`src/rtl/tdm_slot_pkg.sv`:
```
package tdm_slot_pkg;
  typedef enum logic [1:0] {
    IRQ_WORD     = 2'b00,
    IRQ_EOB      = 2'b01,
    IRQ_FRAME    = 2'b10,
    IRQ_SYNC_ERR = 2'b11
  } irq_mode_e;
endpackage

```
`src/rtl/tdm_chan_counter.sv`:
```
module tdm_chan_counter #(
  parameter int NUM_CHANS = 128,
  parameter int BLK_CHANS = 16,
  localparam int CHAN_W = $clog2(NUM_CHANS),
  localparam int SLOT_W = $clog2(BLK_CHANS)
) (
  input  logic              clk_i,
  input  logic              rst_ni,
  input  logic              frame_sync_i,
  input  logic              word_done_i,
  output logic [CHAN_W-1:0] idx_o,
  output logic              blk_last_o
);
  localparam logic [CHAN_W-1:0] LastIdx = CHAN_W'(NUM_CHANS - 1);
  localparam logic [SLOT_W-1:0] LastSlot = SLOT_W'(BLK_CHANS - 1);

  logic [CHAN_W-1:0] idx_q;

  always_ff @(posedge clk_i or negedge rst_ni) begin
    if (!rst_ni)            idx_q <= '0;
    else if (frame_sync_i)  idx_q <= '0;
    else if (word_done_i)   idx_q <= (idx_q == LastIdx) ? '0 : idx_q + 1'b1;
  end

  assign idx_o      = idx_q;
  assign blk_last_o = (idx_q[SLOT_W-1:0] == LastSlot);
endmodule

```
`src/rtl/tdm_enable_bank.sv`:
```
module tdm_enable_bank #(
  parameter int NUM_CHANS = 128,
  parameter int BLK_CHANS = 16,
  localparam int CHAN_W = $clog2(NUM_CHANS),
  localparam int SLOT_W = $clog2(BLK_CHANS),
  localparam int BSEL_W = CHAN_W - SLOT_W - 1,
  localparam int MASK_W = 2 * BLK_CHANS
) (
  input  logic              clk_i,
  input  logic              rst_ni,
  input  logic              load_i,
  input  logic [MASK_W-1:0] mask_i,
  input  logic [BSEL_W-1:0] even_sel_i,
  input  logic [BSEL_W-1:0] odd_sel_i,
  input  logic [CHAN_W-1:0] idx_i,
  output logic              slot_en_o
);
  logic [MASK_W-1:0] mask_q;
  logic [BSEL_W-1:0] sel_q [2];
  logic [1:0]        half_hit;

  always_ff @(posedge clk_i or negedge rst_ni) begin
    if (!rst_ni) begin
      mask_q   <= '0;
      sel_q[0] <= '0;
      sel_q[1] <= '0;
    end else if (load_i) begin
      mask_q   <= mask_i;
      sel_q[0] <= even_sel_i;
      sel_q[1] <= odd_sel_i;
    end
  end

  logic [SLOT_W-1:0] slot;
  logic [BSEL_W-1:0] pair;
  logic              odd_blk;

  assign slot    = idx_i[SLOT_W-1:0];
  assign odd_blk = idx_i[SLOT_W];
  assign pair    = idx_i[CHAN_W-1:SLOT_W+1];

  // half 0 serves even blocks, half 1 odd blocks
  for (genvar h = 0; h < 2; h++) begin : g_half
    logic [BLK_CHANS-1:0] bits;
    assign bits        = mask_q[h*BLK_CHANS +: BLK_CHANS];
    assign half_hit[h] = (odd_blk == h[0]) && (pair == sel_q[h]) && bits[slot];
  end

  assign slot_en_o = |half_hit;
endmodule

```
`src/rtl/tdm_irq_gen.sv`:
```
module tdm_irq_gen
  import tdm_slot_pkg::*;
#(
  parameter int CHAN_W = 7
) (
  input  logic              clk_i,
  input  logic              rst_ni,
  input  irq_mode_e         mode_i,
  input  logic              frame_sync_i,
  input  logic              word_done_i,
  input  logic              slot_en_i,
  input  logic              blk_last_i,
  input  logic [CHAN_W-1:0] idx_i,
  output logic              irq_o
);
  logic evt;
  logic irq_q;

  always_comb begin
    unique case (mode_i)
      IRQ_WORD:     evt = word_done_i & slot_en_i;
      IRQ_EOB:      evt = word_done_i & blk_last_i;
      IRQ_FRAME:    evt = frame_sync_i;
      IRQ_SYNC_ERR: evt = frame_sync_i & (idx_i != '0);
      default:      evt = 1'b0;
    endcase
  end

  always_ff @(posedge clk_i or negedge rst_ni) begin
    if (!rst_ni) irq_q <= 1'b0;
    else         irq_q <= evt;
  end

  assign irq_o = irq_q;
endmodule

```
`src/rtl/tdm_slot_selector.sv`:
```
module tdm_slot_selector
  import tdm_slot_pkg::*;
#(
  parameter int NUM_CHANS = 128,
  parameter int BLK_CHANS = 16,
  localparam int CHAN_W = $clog2(NUM_CHANS),
  localparam int SLOT_W = $clog2(BLK_CHANS),
  localparam int BSEL_W = CHAN_W - SLOT_W - 1,
  localparam int MASK_W = 2 * BLK_CHANS
) (
  input  logic              clk_i,
  input  logic              rst_ni,
  input  logic              frame_sync_i,
  input  logic              word_done_i,
  input  logic [MASK_W-1:0] en_mask_i,
  input  logic [BSEL_W-1:0] blk_even_sel_i,
  input  logic [BSEL_W-1:0] blk_odd_sel_i,
  input  logic [1:0]        int_mode_i,
  output logic [CHAN_W-1:0] chan_idx_o,
  output logic              slot_en_o,
  output logic              irq_o
);
  logic blk_last;
  logic load;

  tdm_chan_counter #(.NUM_CHANS(NUM_CHANS), .BLK_CHANS(BLK_CHANS)) u_cnt (
    .clk_i, .rst_ni,
    .frame_sync_i, .word_done_i,
    .idx_o      (chan_idx_o),
    .blk_last_o (blk_last)
  );

  // reload only where a new block starts
  assign load = frame_sync_i | (word_done_i & blk_last);

  tdm_enable_bank #(.NUM_CHANS(NUM_CHANS), .BLK_CHANS(BLK_CHANS)) u_en (
    .clk_i, .rst_ni,
    .load_i     (load),
    .mask_i     (en_mask_i),
    .even_sel_i (blk_even_sel_i),
    .odd_sel_i  (blk_odd_sel_i),
    .idx_i      (chan_idx_o),
    .slot_en_o
  );

  tdm_irq_gen #(.CHAN_W(CHAN_W)) u_irq (
    .clk_i, .rst_ni,
    .mode_i       (irq_mode_e'(int_mode_i)),
    .frame_sync_i, .word_done_i,
    .slot_en_i    (slot_en_o),
    .blk_last_i   (blk_last),
    .idx_i        (chan_idx_o),
    .irq_o
  );
endmodule

```
`config.mk`:
```
export PLATFORM = sky130hd
export DESIGN_NAME = tdm_slot_selector
export DESIGN_NICKNAME = d
export VERILOG_FILES = /design/src/rtl/tdm_slot_pkg.sv /design/src/rtl/tdm_chan_counter.sv /design/src/rtl/tdm_enable_bank.sv /design/src/rtl/tdm_irq_gen.sv /design/src/rtl/tdm_slot_selector.sv
export SDC_FILE = /design/constraint.sdc
export NUM_CORES = 1
export LEC_CHECK = 0
export ABC_AREA = 1
export BUFFER_PORTS_ARGS = -buffer_cell sky130_fd_sc_hd__buf_4
export CORE_AREA = 8 8 90 92
export CTS_CLUSTER_DIAMETER = 30
export DETAILED_ROUTE_END_ITERATION = 6
export DIE_AREA = 0 0 98 100
export PLACE_DENSITY = 0.56
export SETUP_SLACK_MARGIN = 0.4
export SYNTH_ARGS = -nofsm -noshare
export SYNTH_HDL_FRONTEND = slang
export SYNTH_SLANG_ARGS = --single-unit
```
`constraint.sdc`:
```
create_clock -name clk_i -period 1.7 [get_ports clk_i]
set_input_delay 0.085 -clock clk_i [delete_from_list [all_inputs] [get_ports clk_i]]
set_output_delay 0.085 -clock clk_i [all_outputs]
set_load 0.02 [all_outputs]
```
==> impl_metrics.tcl, run 1 <==
set metrics [dict create \
    result_of_the_run "complete, but fails checks" \
    failed_checks "negative setup slack" \
    report.final.slew_viol_count 0 \
    cts_max_level 2 \
    hold_path.class "input port to flip-flop" \
    finalWorstSetupSlack_ns -0.08294 \
    port_buffer_count 50 \
    coreArea_um2 6644 \
    postSynthAreaPerCell_um2 9.842 \
    layout_worst_path_cycle_share 1.049 \
    synthDominantCellAreaShare 0.4994 \
    worst_margin_pin_slew_ns 0.5574 \
    synth_fp_nets 268 \
    clock_latency_ns 0.30 \
    pwr_dens_nw_per_um2 805.6 \
    dp_hpwl_um 3908 \
    remaining_drc_errors 0 \
    synth.top_cells.by_area "dfrtp_1 50%, mux2_2 15%, nand2_1 9.0%" \
    chipHeight_um 100 \
    cp_cell_sequence "buf_4 > buf_6 > ha_4 > nand4_4 > nand2_8 > buf_12 > clkbuf_16 > mux2_4" \
    placement.cell_area_um2 2725 \
    route.detailed.vias_per_inst 4.879 \
    die_w_um 98 \
    timing_hold_violations_final 0 \
    routed-via-count 1849 \
    clk_path_buf_depth 2 \
    cts.reportedPaths.clkPinSlew_ns 0.08 \
    syn_area_um2 2205 \
    fin_crit_ns 1.783 \
    n_fill_cell 610 \
    clock-sinks 44 \
    grt_start_max_net_pins 45 \
    drtPass1Iterations 4 \
    final_area_um2 3247 \
    fin_skew_ns 0.003785 \
    design.portCount 51 \
    floorplan.rows 30 \
    setup_violations 28 \
    rsz_0062_raised_after_global_routing "yes" \
    ys_ff_latch 44 \
    effective_utilization_at_floorplan 0.3318 \
    ant_nets 0 \
    via_count_of_the_first_global_routing_pass 2003 \
    grt_first_pass_wirelength_um 9749 \
    worstSetupStartpointType "flip-flop" \
    worst_setup_path_end_kind "flip-flop" \
    path_buf_inv 4 \
    max-vdd-ir-drop_mv 0.4795 \
    drt_iter0_drc 153 \
    maxSlewHeadroom 0.6284 \
    final_nets 342 \
    grt.total_usage 0.1239 \
    antenna_cells_inserted 0 \
    synth_top_cell_by_area "dfrtp_1" \
    clock_tree_from_tritoncts "yes" \
    post_layout_nonfiller_instances 379 \
    worst_path_max_delay_cell "dfrtp_2" \
    synth_cell_types 24 \
    overflow_left_after_global_routing 0 \
    synth_warnings 0 \
    critical_path_class "flip-flop to flip-flop" \
    routed_wire_length_per_instance_um 15.74 \
    max_cap_viol_count 0 \
    wl_um 5967 \
    max_clk_rate_mhz 560.9 \
    cts_made_buffers 5 \
    cp_top_delay_family "buffers and inverters" \
    cts_root_buffer "clkbuf_8" \
    drive_above_1_share 0.4247 \
    crit_arrival_ns 1.97 \
    number_of_antenna_violations_at_the_first_check_in_global_routing 0 \
    layout_area_overhead_pct 47.28 \
    critical_path_fanouts_max 5 \
    delay_of_the_slowest_cell_on_the_worst_path_ns 0.45 \
    gp_routability_congestion 0.8052 \
    power_leakage_nw 1.537 \
    placed_cells_incl_taps 348 \
    synthesis.instances 224 \
    synth-seq-area-share 0.4994 \
    layout.core_utilization 0.4887 \
    final.setup.tns_ns -1.167 \
    fp.dieArea_um2 9800 \
    cp.required_ns 1.89 \
]
per-layer routing:
layer,routed length (µm),track usage,up-vias
met5,0,0,-
met4,85,0.04916,0
met3,240,0.02630,7
met2,2914,0.2065,48
met1,2727,0.1527,886
li1,-,-,908
area by class of cell:
type                       instances  area (µm²)  share of cell area
clock buffer                       7       96.34             0.02967
clock inverter                     1       30.03            0.009249
inverter                          16       67.56             0.02081
multi-input combinational        154        1056              0.3252
sequential                        44        1109              0.3414
tap                               80       100.1             0.03083
timing repair buffer              77       788.3              0.2428
path summary, 6_finish.rpt:
path	from	depth (start not counted)	slack, ns	to
worst max-delay path	u_cnt.idx_o[0]	8	-0.08	u_en.mask_q[0]
worst min-delay path	en_mask_i[25]	2	0.01	u_en.mask_q[25]
worst max register to register	u_cnt.idx_o[0]	8	-0.08	u_en.mask_q[0]
worst min register to register	u_en.mask_q[6]	1	0.50	u_en.mask_q[6]
max in group asynchronous	rst_ni	2	0.98	u_cnt.idx_o[1]
min in group asynchronous	rst_ni	2	0.32	u_irq.irq_o
what timing repair did:
item | CTS | global route
endpoints found under the hold margin | 51 | 2
hold buffers | 8 | 2
setup endpoints to repair | 36 | 44
setup buffers | 6 | 2
pin swaps | 2 | 3
gates cloned | 4 | 1
resized for setup | 15 | 11
state kept, by name, summed over array words and instances, names as in the netlist:
register	count
u_en.mask_q	32
u_cnt.idx_o	7
u_en.sel_q	4
u_irq.irq_o	1
where the power goes:
group          switching (mW)  total, mW  internal, mW
Clock                   0.358      0.877         0.519
Combinational           0.230      0.543         0.313
Sequential             0.0577       1.20          1.14
Total                   0.646       2.62          1.97
worst register-to-register path, stage by stage (launching register included):
cell       delay (ns)
dfrtp_2          0.45
buf_4            0.15
buf_6            0.11
ha_4             0.16
nand4_4          0.09
nand2_8          0.10
buf_12           0.16
clkbuf_16        0.16
mux2_4           0.29
cells in the final DEF, fill, tap and decap left out:
| cell type | synthesis | layout |
|---|---|---|
| o21ai_0 | 11 | 5 |
| o21ai_1 | 0 | 5 |
| a31oi_1 | 2 | 2 |
| clkbuf_16 | 0 | 1 |
| nand3_1 | 26 | 26 |
| nor3_1 | 4 | 2 |
| buf_4 | 1 | 54 |
| buf_12 | 1 | 6 |
| nor2_1 | 8 | 7 |
| xor2_1 | 1 | 1 |
| o22ai_1 | 2 | 2 |
| buf_6 | 5 | 2 |
| a211oi_1 | 1 | 1 |
| nor3_2 | 0 | 2 |
| a221oi_2 | 1 | 1 |
| dfrtp_1 | 44 | 38 |
| a21oi_2 | 0 | 1 |
| o21ai_2 | 0 | 1 |
| ha_1 | 2 | 1 |
| inv_6 | 0 | 1 |
| inv_1 | 14 | 13 |
| bufinv_16 | 0 | 1 |
| buf_16 | 0 | 3 |
| dfrtp_2 | 0 | 6 |
| nor2_2 | 0 | 1 |
| mux2_4 | 0 | 15 |
| mux2_1 | 3 | 1 |
| nand2_2 | 4 | 3 |
| bufbuf_16 | 0 | 1 |
| nand2_8 | 0 | 1 |
| ha_4 | 0 | 1 |
| inv_2 | 2 | 1 |
| nand4_1 | 1 | 1 |
| nand2_1 | 53 | 53 |
| mux2_2 | 29 | 16 |
| clkbuf_8 | 0 | 7 |
| nand4_4 | 0 | 1 |
| inv_4 | 0 | 1 |
| dlygate4sd3_1 | 0 | 10 |
| a21oi_1 | 5 | 4 |
per-stage QoR:
step | hold slack [ns] | total power [mW] | setup WS [ns]
finish | 0.01221 | 2.616 | -0.08294
global route | 0.002148 | 2.746 | -0.1188
CTS | 0.00001188 | 2.623 | 0.01282
detailed placement | 0.1227 | 1.651 | 0.2314
global placement | 0.1253 | 1.648 | 0.2247
floorplan | -0.2106 | 1.488 | 0.2522
logic make-up after synthesis:
family | synth area share
AO/OA/AOI/OAI | 0.05788
AND/OR/NAND/NOR | 0.1918
buffers and inverters | 0.07208
XOR/XNOR | 0.003973
adder cells (fa/ha/maj) | 0.01135
multiplexers | 0.1634
flip-flops | 0.4994
cell usage after synthesis:
| master | n |
|---|---|
| a211oi_1 | 1 |
| a21oi_1 | 5 |
| a221oi_2 | 1 |
| a31oi_1 | 2 |
| buf_12 | 1 |
| buf_2 | 3 |
| buf_4 | 1 |
| buf_6 | 5 |
| dfrtp_1 | 44 |
| ha_1 | 2 |
| inv_1 | 14 |
| inv_2 | 2 |
| mux2_1 | 3 |
| mux2_2 | 29 |
| nand2_1 | 53 |
| nand2_2 | 4 |
| nand3_1 | 26 |
| nand4_1 | 1 |
| nand4_2 | 1 |
| nor2_1 | 8 |
| nor3_1 | 4 |
| o21ai_0 | 11 |
| o22ai_1 | 2 |
| xor2_1 | 1 |
Note: power is estimated with default switching activity, not from simulation.
==> run 2: changes to the inputs <==
- BUFFER_PORTS_ARGS: -buffer_cell sky130_fd_sc_hd__buf_4 -> -buffer_cell sky130_fd_sc_hd__buf_2
- PLACE_DENSITY: 0.56 -> 0.58
- clock period: 1.7 -> 1.48 ns (I/O delays scaled with it)
==> impl_metrics.tcl, run 2 (same netlist as run 1, synthesis figures left out) <==
set metrics [dict create \
    cts_made_buffers 5 \
    worst_path_max_delay_cell "dfrtp_2" \
    reg2regPathDepth 7 \
    pwr_dens_nw_per_um2 878.4 \
    cts.reportedPaths.clkPinSlew_ns 0.09 \
    fin_crit_ns 1.767 \
    cp_cell_sequence "buf_4 > buf_6 > ha_4 > nand4_4 > nand2_8 > bufbuf_16 > mux2_1" \
    via_count_of_the_first_global_routing_pass 2080 \
    setup_violations 44 \
    reg2reg_to "u_en.mask_q[13]" \
    hold_path.class "input port to flip-flop" \
    end_point_of_the_most_critical_hold_path "u_en.mask_q[18]" \
    clock_latency_ns 0.30 \
    power_leakage_nw 1.629 \
    routed_wire_length_per_instance_um 13.99 \
    floorplan.rows 30 \
    layout_worst_path_cycle_share 1.194 \
    critical_path_class "flip-flop to flip-flop" \
    max_clk_rate_mhz 565.8 \
    p_comb_frac 0.213 \
    critical_path_fanouts_max 5 \
    timing_hold_violations_final 0 \
    coreArea_um2 6644 \
    rsz_0062_raised_after_global_routing "yes" \
    layout_commonest_cell "nand2_1" \
    layout_area_overhead_pct 54.14 \
    power_frac_clock 0.327 \
    net-switching-power_mw 0.7585 \
    r2r_slack_ns -0.29 \
    placed_cells_incl_taps 354 \
    design.portCount 51 \
    grt_start_max_net_pins 25 \
    grt_first_pass_wirelength_um 9853 \
    overflow_left_after_global_routing 0 \
    result_of_the_run "complete, but fails checks" \
    post_layout_nonfiller_instances 403 \
    seq_power_share 0.460 \
    route.detailed.vias_per_inst 4.782 \
    wl_um 5637 \
    maxSlewHeadroom 0.7918 \
    design_power_total_mw 2.985 \
    crit_arrival_ns 1.96 \
    finalWorstSetupSlack_ns -0.2874 \
    final_nets 366 \
    fin_skew_ns 0.009207 \
    drtPass1Iterations 4 \
    largest-register "u_en.mask_q" \
    max_cap_viol_count 0 \
    routed-via-count 1927 \
    fp.dieArea_um2 9800 \
    remaining_drc_errors 0 \
    largest_register_ff_count 32 \
    antenna_cells_inserted 0 \
    drt_iter0_drc 103 \
    cts_max_level 2 \
    worstSetupStartpointType "flip-flop" \
    dp_hpwl_um 3941 \
    reg2reg_from "u_cnt.idx_o[0]" \
    worst_margin_pin_slew_ns 0.3124 \
    min_from "en_mask_i[18]" \
    effective_utilization_at_floorplan 0.3318 \
    sw_frac_of_total 0.2541 \
    grt.total_usage 0.1222 \
    chipHeight_um 100 \
    cts_root_buffer "clkbuf_8" \
    die_w_um 98 \
    hold_path_depth 2 \
    delay_of_the_slowest_cell_on_the_worst_path_ns 0.47 \
    cp.required_ns 1.67 \
    max-vdd-ir-drop_mv 0.4274 \
    top_library_cells_by_usage_in_the_layout_fill_and_taps_aside "49 x nand2_1, 45 x buf_2, 38 x dfrtp_1" \
    number_of_antenna_violations_at_the_first_check_in_global_routing 0 \
    port_buffer_count 50 \
    failed_checks "negative setup slack" \
    clk_path_buf_depth 2 \
    report.final.slew_viol_count 0 \
    power_internal_mw 2.227 \
    drive_above_1_share 0.4241 \
    ant_nets 0 \
    gp_routability_congestion 0.7696 \
    worst_setup_path_end_kind "flip-flop" \
    clock_tree_from_tritoncts "yes" \
    clock-sinks 44 \
]
## run 2: cell count changes in the layout (fill, tap and decap cells not counted), moves of 2 or more
cell and change:
buf_4 -46, buf_2 +45, dlygate4sd3_1 +15, buf_6 +10, nand2_1 -4, nand2_2 +4
o21ai_1 +3, o21ai_0 -2
## run 2: routing by layer
layer	track usage	share of wire	routed length, µm	vias to the layer above
li1	-	-	-	956
met1	0.1529	0.46	2565	926
met2	0.2039	0.50	2799	40
met3	0.02561	0.035	199	5
met4	0.04197	0.013	72	0
met5	0	0	0	-
## run 2: layout make-up
cell class              count  area (µm²)
repair buffers            101       920.9
flip-flops and latches     44        1109
inverters                  16       77.57
well taps                  80       100.1
clock inverters             2       38.79
multi-input cells         154        1070
clock buffers               6       82.58
fillers                   592        3246
## run 2: timing repair
action,4_1_cts,5_1_grt
gates cloned,4,0
hold endpoints to repair,65,3
buffers inserted,8,4
hold buffers,22,3
gates resized for setup,27,17
setup endpoints to repair,48,50
pin swaps,3,0
## run 2: how the worst max path moves through the flow
stage                         from               to  slack (ns)  cells after the start
floorplan           u_cnt.idx_o[0]  u_en.mask_q[21]        0.03                      5
global placement    u_cnt.idx_o[0]        slot_en_o       -0.01                     10
detailed placement  u_cnt.idx_o[0]        slot_en_o       -0.01                     10
CTS                 u_cnt.idx_o[0]        slot_en_o       -0.21                     10
global route        u_cnt.idx_o[0]        slot_en_o       -0.33                     10
finish              u_cnt.idx_o[0]  u_en.mask_q[13]       -0.29                      7
## run 2: power by group through the flow
stage	sequential (mW)	clock, mW	combinational (mW)
after CTS	1.37	1.01	0.613
after global placement	1.39	0	0.469
after global routing	1.39	1.04	0.706
after detailed placement	1.40	0	0.471
after floorplan	1.38	0	0.330
final	1.37	0.975	0.637
## run 2: worst max-delay path: cells and delay by family, from the launching register on
family,cells,cell delay (ns)
buffers and inverters,3,0.55
DFF,1,0.47
and+or+nand+nor,2,0.19
muxes,1,0.30
adders and majority gates,1,0.17
## run 2: per-stage QoR
| step | worst slack, ns | cell area, µm² | utilization | setup TNS (ns) | hold slack, ns |
|---|---|---|---|---|---|
| finish | -0.2874 | 3398 | 0.5115 | -9.996 | 0.005763 |
| global route | -0.3326 | 3398 | 0.5115 | -12.18 | 0.002890 |
| CTS | -0.2054 | 3274 | 0.4928 | -4.924 | 0.0003793 |
| detailed placement | -0.009642 | 2648 | 0.3985 | -0.009642 | 0.06677 |
| global placement | -0.009928 | 2648 | 0.3985 | -0.009928 | 0.06989 |
| floorplan | 0.03227 | 2308 | - | 0 | -0.2216 |
==> run 3: changes to the inputs <==
- SETUP_SLACK_MARGIN: 0.4 -> 0.3
==> impl_metrics.tcl, run 3 (same netlist as run 1, synthesis figures left out) <==
set metrics [dict create \
    result_of_the_run "complete, but fails checks" \
    failed_checks "negative setup slack" \
    rsz_0062_raised_after_global_routing "yes" \
    effective_utilization_at_floorplan 0.3318 \
    preCtsSetupSlack_ns -0.02791 \
    layout_worst_path_cycle_share 1.156 \
    coreArea_um2 6644 \
    top_library_cells_by_usage_in_the_layout_fill_and_taps_aside "50 x nand2_1, 48 x buf_2, 39 x dfrtp_1" \
    delay_of_the_slowest_cell_on_the_worst_path_ns 0.44 \
    worst_setup_path_end_kind "primary output" \
    fin_crit_ns 1.711 \
    p_comb_frac 0.213 \
    report.final.slew_viol_count 0 \
    largest-register "u_en.mask_q" \
    placed_cells_incl_taps 353 \
    clock_latency_ns 0.30 \
    timing_hold_violations_final 0 \
    critical_path_fanouts_max 5 \
    cts_root_buffer "clkbuf_8" \
    final_nets 355 \
    post_layout_nonfiller_instances 392 \
    antenna_cells_inserted 0 \
    grt_start_max_net_pins 26 \
    reg2reg_from "u_cnt.idx_o[0]" \
    design.portCount 51 \
    ant_nets 0 \
    chipHeight_um 100 \
    net-switching-power_mw 0.7747 \
    min_from "en_mask_i[12]" \
    grt_first_pass_wirelength_um 9818 \
    path_buf_inv 4 \
    worst_margin_pin_slew_ns 0.4761 \
    power_internal_mw 2.217 \
    wl_um 5993 \
    fp.dieArea_um2 9800 \
    cp.required_ns 1.41 \
    drtPass1Iterations 4 \
    max_clk_rate_mhz 584.4 \
    cp_top_delay_family "buffers and inverters" \
    overflow_left_after_global_routing 0 \
    max-vdd-ir-drop_mv 0.4470 \
    via_count_of_the_first_global_routing_pass 2072 \
    worstSetupStartpointType "flip-flop" \
    route.detailed.vias_per_inst 4.804 \
    number_of_antenna_violations_at_the_first_check_in_global_routing 0 \
    seq_power_share 0.459 \
    grt.total_usage 0.1224 \
    cts_max_level 2 \
    power_leakage_nw 1.583 \
    remaining_drc_errors 0 \
    die_w_um 98 \
    layout_area_overhead_pct 48.30 \
    worst_path_max_delay_cell "dfrtp_2" \
    gp_routability_congestion 0.7306 \
    cts.reportedPaths.clkPinSlew_ns 0.09 \
    hold_path.class "input port to flip-flop" \
    timing.critical_path.mode_cell "nand2_1" \
    fin_skew_ns 0.01220 \
    clock_tree_from_tritoncts "yes" \
    maxSlewHeadroom 0.6826 \
    port_buffer_count 50 \
    routed-via-count 1883 \
    crit_arrival_ns 1.64 \
    largest_register_ff_count 32 \
    sw_frac_of_total 0.2589 \
    floorplan.rows 30 \
    layout_commonest_cell "nand2_1" \
    n_fill_cell 600 \
    routed_wire_length_per_instance_um 15.29 \
    startpoint "u_cnt.idx_o[1]" \
    cp_cell_sequence "buf_4 > clkbuf_16 > nand3_1 > nand3_1 > nand2_1 > inv_1 > nand2_1 > nand2_1 > nand2_2 > buf_6" \
    layout.core_utilization 0.4921 \
    setup_violations 39 \
    drt_iter0_drc 57 \
    clk_path_buf_depth 2 \
    finalWorstSetupSlack_ns -0.2310 \
    power_frac_clock 0.328 \
    clock-sinks 44 \
    pwr_dens_nw_per_um2 915.0 \
    max_cap_viol_count 0 \
    critical_path_class "flip-flop to primary output" \
    cts_made_buffers 5 \
    drive_above_1_share 0.4455 \
    dp_hpwl_um 3908 \
]
==> run 3: through the flow <==
stage / hold slack [ns] / cell area, µm² / total power [mW] / TNS (ns)
finish: 0.0003073 / 3269 / 2.992 / -6.139
global route: 0.0003659 / 3269 / 3.143 / -8.592
CTS: 0.0001865 / 3115 / 2.951 / -5.276
detailed placement: 0.05503 / 2653 / 1.871 / -0.02791
global placement: 0.06499 / 2653 / 1.866 / -0.01704
floorplan: -0.2216 / 2308 / 1.714 / 0
==> run 3: path summary, 6_finish.rpt <==
kind | to | slack (ns) | cells past startpoint
worst max-delay path | slot_en_o | -0.23 | 10
max in group asynchronous | u_en.mask_q[25] | 0.72 | 3
worst min register to register | u_en.mask_q[6] | 0.51 | 1
worst min-delay path | u_en.mask_q[12] | 0.0003 | 2
min in group asynchronous | u_cnt.idx_o[5] | 0.25 | 2
worst max register to register | u_en.mask_q[29] | -0.20 | 6
==> run 3: layer usage <==
layer	routed length [µm]	GRT usage	share of wire
met1	2738	0.1515	0.46
met3	244	0.02837	0.041
met2	2912	0.2023	0.49
met4	97	0.04676	0.016
met5	0	0	0
==> run 3: what timing repair did <==
| item | in CTS | in global routing |
|---|---|---|
| endpoints found under the setup margin | 45 | 47 |
| endpoints found under the hold margin | 29 | 2 |
| cloned | 3 | 1 |
| hold buffers | 11 | 2 |
| pin swaps | 2 | 4 |
| setup buffers | 7 | 7 |
| gates resized for setup | 22 | 16 |
==> run 3: power by group through the flow <==
stage,combinational (mW),sequential [mW],clock (mW)
after floorplan,0.330,1.38,0
after global placement,0.472,1.39,0
after detailed placement,0.475,1.40,0
after CTS,0.582,1.37,0.995
after global routing,0.700,1.39,1.05
final,0.637,1.37,0.980
==> run 3: layout make-up <==
cell class,count,area (µm²),share of cell area
flip-flops and latches,44,1107,0.3387
multi-input cells,154,1087,0.3326
repair buffers,90,775.7,0.2373
well taps,80,100.1,0.03062
clock buffers,6,82.58,0.02526
inverters,16,77.57,0.02373
clock inverters,2,38.79,0.01186
